[src/rtl/prg_dec_pkg.sv]
package prg_dec_pkg;
    localparam int CPU_AW    = 16;
    localparam int WIN_OFS_W = 13;
    localparam logic [CPU_AW-1:0] ADDR_LAYOUT  = 16'h5100;
    localparam logic [CPU_AW-1:0] ADDR_WRAM_PG = 16'h5113;
    localparam logic [CPU_AW-1:0] ADDR_BANK0   = 16'h5114;

    typedef enum logic [1:0] {
        LAYOUT_ONE32 = 2'd0,
        LAYOUT_TWO16 = 2'd1,
        LAYOUT_MIXED = 2'd2,
        LAYOUT_FOUR8 = 2'd3
    } layout_e;

    typedef enum logic [1:0] {
        WIN_8K  = 2'd0,
        WIN_16K = 2'd1,
        WIN_32K = 2'd2
    } win_e;

    typedef enum logic [1:0] {
        TGT_NONE   = 2'd0,
        TGT_WRAM   = 2'd1,
        TGT_BANKED = 2'd2
    } region_e;
endpackage

[src/rtl/prg_regs.sv]
module prg_regs
    import prg_dec_pkg::*;
#(
    parameter int DATA_W    = 8,
    parameter int NUM_BANKS = 4,
    parameter int RAM_SEL_W = 3
) (
    input  logic                                clk,
    input  logic                                rst_n,
    input  logic [CPU_AW-1:0]                   cpu_addr,
    input  logic [DATA_W-1:0]                   cpu_wdata,
    input  logic                                cpu_wr,
    output layout_e                             layout,
    output logic [RAM_SEL_W-1:0]                wram_sel,
    output logic [NUM_BANKS-1:0][DATA_W-1:0]    bank_q
);
    logic [1:0]           layout_q;
    logic [RAM_SEL_W-1:0] wram_q;

    // Layout register: reset enters the four-window layout.
    always_ff @(posedge clk) begin
        if (!rst_n)
            layout_q <= 2'd3;
        else if (cpu_wr && cpu_addr == ADDR_LAYOUT)
            layout_q <= cpu_wdata[1:0];
    end

    always_ff @(posedge clk) begin
        if (!rst_n)
            wram_q <= '0;
        else if (cpu_wr && cpu_addr == ADDR_WRAM_PG)
            wram_q <= cpu_wdata[RAM_SEL_W-1:0];
    end

    genvar g;
    generate
        for (g = 0; g < NUM_BANKS; g++) begin : g_bank
            localparam logic [CPU_AW-1:0] MY_ADDR = ADDR_BANK0 + CPU_AW'(g);
            logic [DATA_W-1:0] q;
            always_ff @(posedge clk) begin
                if (!rst_n)
                    q <= '1;
                else if (cpu_wr && cpu_addr == MY_ADDR)
                    q <= cpu_wdata;
            end
            assign bank_q[g] = q;
        end
    endgenerate

    assign layout   = layout_e'(layout_q);
    assign wram_sel = wram_q;
endmodule

[src/rtl/prg_window_map.sv]
module prg_window_map
    import prg_dec_pkg::*;
#(
    parameter int IDX_W = 2
) (
    input  layout_e          layout,
    input  logic [1:0]       slot,
    output logic [IDX_W-1:0] bank_idx,
    output win_e             win
);
    localparam logic [IDX_W-1:0] IDX_TOP = '1;
    localparam logic [IDX_W-1:0] IDX_B1  = IDX_W'(1);

    always_comb begin
        unique case (layout)
            LAYOUT_ONE32: begin
                bank_idx = IDX_TOP;
                win      = WIN_32K;
            end
            LAYOUT_TWO16: begin
                bank_idx = slot[1] ? IDX_TOP : IDX_B1;
                win      = WIN_16K;
            end
            LAYOUT_MIXED: begin
                if (!slot[1]) begin
                    bank_idx = IDX_B1;
                    win      = WIN_16K;
                end else begin
                    bank_idx = IDX_W'({1'b1, slot[0]});
                    win      = WIN_8K;
                end
            end
            LAYOUT_FOUR8: begin
                bank_idx = IDX_W'(slot);
                win      = WIN_8K;
            end
            default: begin
                bank_idx = IDX_TOP;
                win      = WIN_8K;
            end
        endcase
    end
endmodule

[src/rtl/prg_addr_form.sv]
module prg_addr_form
    import prg_dec_pkg::*;
#(
    parameter int DATA_W     = 8,
    parameter int NUM_BANKS  = 4,
    parameter int RAM_PAGE_W = 2,
    parameter int IDX_W      = 2
) (
    input  logic [CPU_AW-1:0]                cpu_addr,
    input  logic                             cpu_rd,
    input  logic                             cpu_wr,
    input  logic [RAM_PAGE_W:0]              wram_sel,
    input  logic [NUM_BANKS-1:0][DATA_W-1:0] bank_q,
    input  logic [IDX_W-1:0]                 bank_idx,
    input  win_e                             win,
    output logic [DATA_W-2+WIN_OFS_W:0]      rom_addr,
    output logic                             rom_ce,
    output logic [RAM_PAGE_W+WIN_OFS_W-1:0]  ram_addr,
    output logic                             ram_chip,
    output logic                             ram_ce,
    output logic                             ram_we
);
    localparam int PAGE_W = DATA_W - 1;
    localparam logic [IDX_W-1:0] IDX_TOP = IDX_W'(NUM_BANKS - 1);

    region_e             region;
    logic [DATA_W-1:0]   sel_byte;
    logic [PAGE_W-1:0]   page;
    logic [PAGE_W-1:0]   eff_page;
    logic                rom_pick;
    logic [RAM_PAGE_W:0] ram_bits;
    logic                use_rom;
    logic                use_ram;

    always_comb begin
        if (cpu_addr[15])
            region = TGT_BANKED;
        else if (cpu_addr[14:13] == 2'b11)
            region = TGT_WRAM;
        else
            region = TGT_NONE;
    end

    assign sel_byte = bank_q[bank_idx];
    assign page     = sel_byte[PAGE_W-1:0];
    // The top register can never hand its window to RAM.
    assign rom_pick = sel_byte[PAGE_W] || (bank_idx == IDX_TOP);

    always_comb begin
        unique case (win)
            WIN_8K:  eff_page = page;
            WIN_16K: eff_page = {page[PAGE_W-1:1], cpu_addr[13]};
            WIN_32K: eff_page = {page[PAGE_W-1:2], cpu_addr[14:13]};
            default: eff_page = page;
        endcase
    end

    always_comb begin
        unique case (region)
            TGT_WRAM: begin
                use_rom  = 1'b0;
                use_ram  = 1'b1;
                ram_bits = wram_sel;
            end
            TGT_BANKED: begin
                use_rom  = rom_pick;
                use_ram  = !rom_pick;
                ram_bits = eff_page[RAM_PAGE_W:0];
            end
            default: begin
                use_rom  = 1'b0;
                use_ram  = 1'b0;
                ram_bits = '0;
            end
        endcase
    end

    assign rom_addr = {eff_page, cpu_addr[WIN_OFS_W-1:0]};
    assign ram_addr = {ram_bits[RAM_PAGE_W-1:0], cpu_addr[WIN_OFS_W-1:0]};
    assign ram_chip = ram_bits[RAM_PAGE_W];
    assign rom_ce   = use_rom && cpu_rd;
    assign ram_ce   = use_ram && (cpu_rd || cpu_wr);
    assign ram_we   = use_ram && cpu_wr;
endmodule

[src/rtl/prg_bank_decoder.sv]
module prg_bank_decoder
    import prg_dec_pkg::*;
#(
    parameter int DATA_W     = 8,
    parameter int NUM_BANKS  = 4,
    parameter int RAM_PAGE_W = 2,
    parameter int ROM_AW     = DATA_W - 1 + WIN_OFS_W,
    parameter int RAM_AW     = RAM_PAGE_W + WIN_OFS_W
) (
    input  logic              clk,
    input  logic              rst_n,
    input  logic [15:0]       cpu_addr,
    input  logic [7:0]        cpu_wdata,
    input  logic              cpu_rd,
    input  logic              cpu_wr,
    output logic [ROM_AW-1:0] rom_addr,
    output logic              rom_ce,
    output logic [RAM_AW-1:0] ram_addr,
    output logic              ram_chip,
    output logic              ram_ce,
    output logic              ram_we
);
    localparam int IDX_W = $clog2(NUM_BANKS);

    layout_e                          layout;
    logic [RAM_PAGE_W:0]              wram_sel;
    logic [NUM_BANKS-1:0][DATA_W-1:0] bank_q;
    logic [IDX_W-1:0]                 bank_idx;
    win_e                             win;

    prg_regs #(
        .DATA_W(DATA_W), .NUM_BANKS(NUM_BANKS), .RAM_SEL_W(RAM_PAGE_W + 1)
    ) u_regs (
        .clk(clk), .rst_n(rst_n), .cpu_addr(cpu_addr), .cpu_wdata(cpu_wdata),
        .cpu_wr(cpu_wr), .layout(layout), .wram_sel(wram_sel), .bank_q(bank_q)
    );

    prg_window_map #(.IDX_W(IDX_W)) u_map (
        .layout(layout), .slot(cpu_addr[14:13]), .bank_idx(bank_idx), .win(win)
    );

    prg_addr_form #(
        .DATA_W(DATA_W), .NUM_BANKS(NUM_BANKS), .RAM_PAGE_W(RAM_PAGE_W), .IDX_W(IDX_W)
    ) u_form (
        .cpu_addr(cpu_addr), .cpu_rd(cpu_rd), .cpu_wr(cpu_wr), .wram_sel(wram_sel),
        .bank_q(bank_q), .bank_idx(bank_idx), .win(win),
        .rom_addr(rom_addr), .rom_ce(rom_ce), .ram_addr(ram_addr),
        .ram_chip(ram_chip), .ram_ce(ram_ce), .ram_we(ram_we)
    );
endmodule

[config.mk]
export PLATFORM = sky130hd
export DESIGN_NAME = prg_bank_decoder
export DESIGN_NICKNAME = d
export VERILOG_FILES = /design/src/rtl/prg_dec_pkg.sv /design/src/rtl/prg_regs.sv /design/src/rtl/prg_window_map.sv /design/src/rtl/prg_addr_form.sv /design/src/rtl/prg_bank_decoder.sv
export SDC_FILE = /design/constraint.sdc
export NUM_CORES = 1
export LEC_CHECK = 0
export ABC_CLOCK_PERIOD_IN_PS = 3340
export BUFFER_PORTS_ARGS = -buffer_cell sky130_fd_sc_hd__buf_4
export CORE_ASPECT_RATIO = 0.75
export CORE_MARGIN = 4
export CORE_UTILIZATION = 56
export DETAILED_ROUTE_END_ITERATION = 10
export PLACE_DENSITY = 0.86
export SLEW_MARGIN = 5
export SYNTH_ARGS = -nofsm -noshare
export SYNTH_HDL_FRONTEND = slang
export SYNTH_HIERARCHICAL = 1
export SYNTH_SLANG_ARGS = --single-unit
[constraint.sdc]
create_clock -name clk -period 3.34 [get_ports clk]
set_input_delay 0.668 -clock clk [delete_from_list [all_inputs] [get_ports clk]]
set_output_delay 0.668 -clock clk [all_outputs]
set_load 0.03 [all_outputs]
==> results.md <==
- Worst IR drop on VDD: ~0.37 mV
- Synth Instances: 218
- First-pass GRT wire length: 7520 um
- Clk sink count: 36
- Slew HR: 0.665
- DP Worst Slack: approximately 400 ps
- Root Driver: clkbuf_8
- Nets: ~280
- Total global routing overflow: 0
- Final ANT Viol Nets: 0
- Met1 Resource Use GR: 0.268
- Area of the multi-input gates: roughly 1200 um^2
- Register area: between 700 and 800 um^2
- Clk buf depth: 2
- Post-DP HPWL: 3470 um
- Largest net degree at the start of global routing: 48
- Total Routing Usage GR: 0.192
- Routed vias/inst: 5.29
- DRT Pass-1 Iters: 4
- Worst Setup Slack, final: 399 ps
- WP data arrival: 2270 ps
- PostCTS Resize Cnt: 0
- Cell mode on critical path: buf_4
- Worst setup EP type: primary output
- Initial antenna violation count: 0
- Initial core utilization: 0.591
- Final cell count without fillers: 306
- Area grow syn2layout: 17.5%
- Final setup TNS: 0 ps
- Max_cap viols: 0
- Inst Count DP: 299
- Switching power total: ~0.24 mW
- Slew Limit Fails: 0
- Pwr dens: about 340 nW/um^2
- Htree depth: 2
- GRT busiest layer: met2
- Most frequent cells in the layout: 67 x buf_4, 41 x nor2b_1, 38 x mux2i_1
- Clock transition at the registers of the reported paths: about 70 ps
- RSZ-0062 raised after global routing: no
- FMAX: about 340 MHz
- Netlist Area Pre-Place: about 2200 um^2
- Combinational Power Share: 0.189
- I/O pins: 67
- Critical Path RT: around 2700 ps
- Post-route cell area: 2590 um^2
- Met2 Track Usage GR: 0.292
- Tcrit/Tclk final: 0.880
- GR Util met3: 0.0549
- Min Tclk post-route: ~3000 ps
- Critical-path maximum fanout: 8
- Commonest non-fill, non-tap cell in the layout: buf_4
- Slowest stage cell on the critical path: or3b_1
- Sw frac: 0.273
- Max Clock Skew: 0 ps
- Syn avg cell area: 10.1 um^2
- CP Cell Sequence: buf_4 -> nor2_1 -> or3b_1 -> buf_4 -> mux2_2 -> nand3b_1 -> a31oi_1 -> buf_4
- Total CTS buffers: 5
- Detailed-route wire length: 4710 um
- Core area: 3730 um^2
- Register share of total power: 0.486
- Iteration-0 DRC Markers: 78
- Post-Syn Nets: about 250
- Cts hold-fix bufs: 0
- Number of setup violations in the final report: 0
- Vias in the first global route: about 1600
- Setup Fix Bufs, Post-CTS: 0
- Die width: a little over 80 um
- Clock group share of total power: 0.325
- Area after DPL: ~2500 um^2
- Yosys Warn Count: 6
- Routed len/inst: 15.4 um
- Crit-path max cell delay: just over 500 ps
- Layout fillers: between 200 and 300
- Power Total: about 0.88 mW
- Die Ht: 62.3 um
- Layout cells sized above 1: 0.343
- Die area: approximately 5000 um^2
- Int Power: ~0.64 mW
- Status: finished, final reports clean
- Final hold violations: 0
- Crit Path Class: in2out
- Worst-Margin Slew: 501 ps
- CTS tree: done
- Port Buf Inserts: 66
- CP startpoint kind: primary input
- Routability cong.: between 0.8 and 0.9
- N_diodes: 0
- Clk_lat worst skew: around 270 ps
- DRC: 0
- Row count: 19
- Min-Delay Path Class: reg2reg
- P_leak: approximately 1.2 nW
- Vias: ~1600
[critical path: cells and delay by family]
kind | cells | cell delay, ps
mux | 1 | 230
buf+inv | 3 | 550
compound gates | 1 | 170
simple gates | 3 | 660
[per-layer routing]
| metal | wire [um] | vias up |
|---|---|---|
| met5 | 0 | - |
| met4 | 17 | 0 |
| met3 | 282 | 2 |
| met2 | 2180 | 45 |
| met1 | 2220 | 768 |
| li1 | - | 803 |
[flip-flops by register name (all words and copies together), names as in the netlist]
name and count:
u_regs/g_bank.q 31, u_regs/wram_sel 3, u_regs/layout 2
[power by group through the flow]
stage | combinational (mW) | sequential [mW] | clock [mW]
2_1_floorplan | 0.117 | 0.439 | 0
3_3_place_gp | 0.166 | 0.439 | 0
3_5_place_dp | 0.168 | 0.439 | 0
4_1_cts | 0.168 | 0.429 | 0.297
5_1_grt | 0.177 | 0.429 | 0.318
6_report | 0.167 | 0.429 | 0.287
[layout make-up]
class / count / area share
timing repair buffer: 67 / 0.194
clock buffer: 6 / 0.0280
clock inverter: 1 / 0.00193
multi-input combinational: 141 / 0.468
inverter: 3 / 0.00435
tap: 52 / 0.0251
sequential: 36 / 0.278
[per-stage QoR]
stage	hold slack, ps	util
6_report	472	0.694
4_1_cts	473	0.694
3_3_place_gp	455	0.673
3_5_place_dp	461	0.673
5_1_grt	494	0.694
2_1_floorplan	435	-
[path summary, 6_finish.rpt]
check             depth (start not counted)             startpoint  slack, ps                     to
hold reg to reg                           2     u_regs/wram_sel[0]        470     u_regs/wram_sel[0]
hold / removal                            2     u_regs/wram_sel[0]        470     u_regs/wram_sel[0]
setup reg to reg                          2  u_regs/g_bank[1].q[5]       2660  u_regs/g_bank[1].q[5]
setup / recovery                          8           cpu_addr[14]        400           ram_addr[13]
No activity file was read; power rests on OpenSTA's default activity.
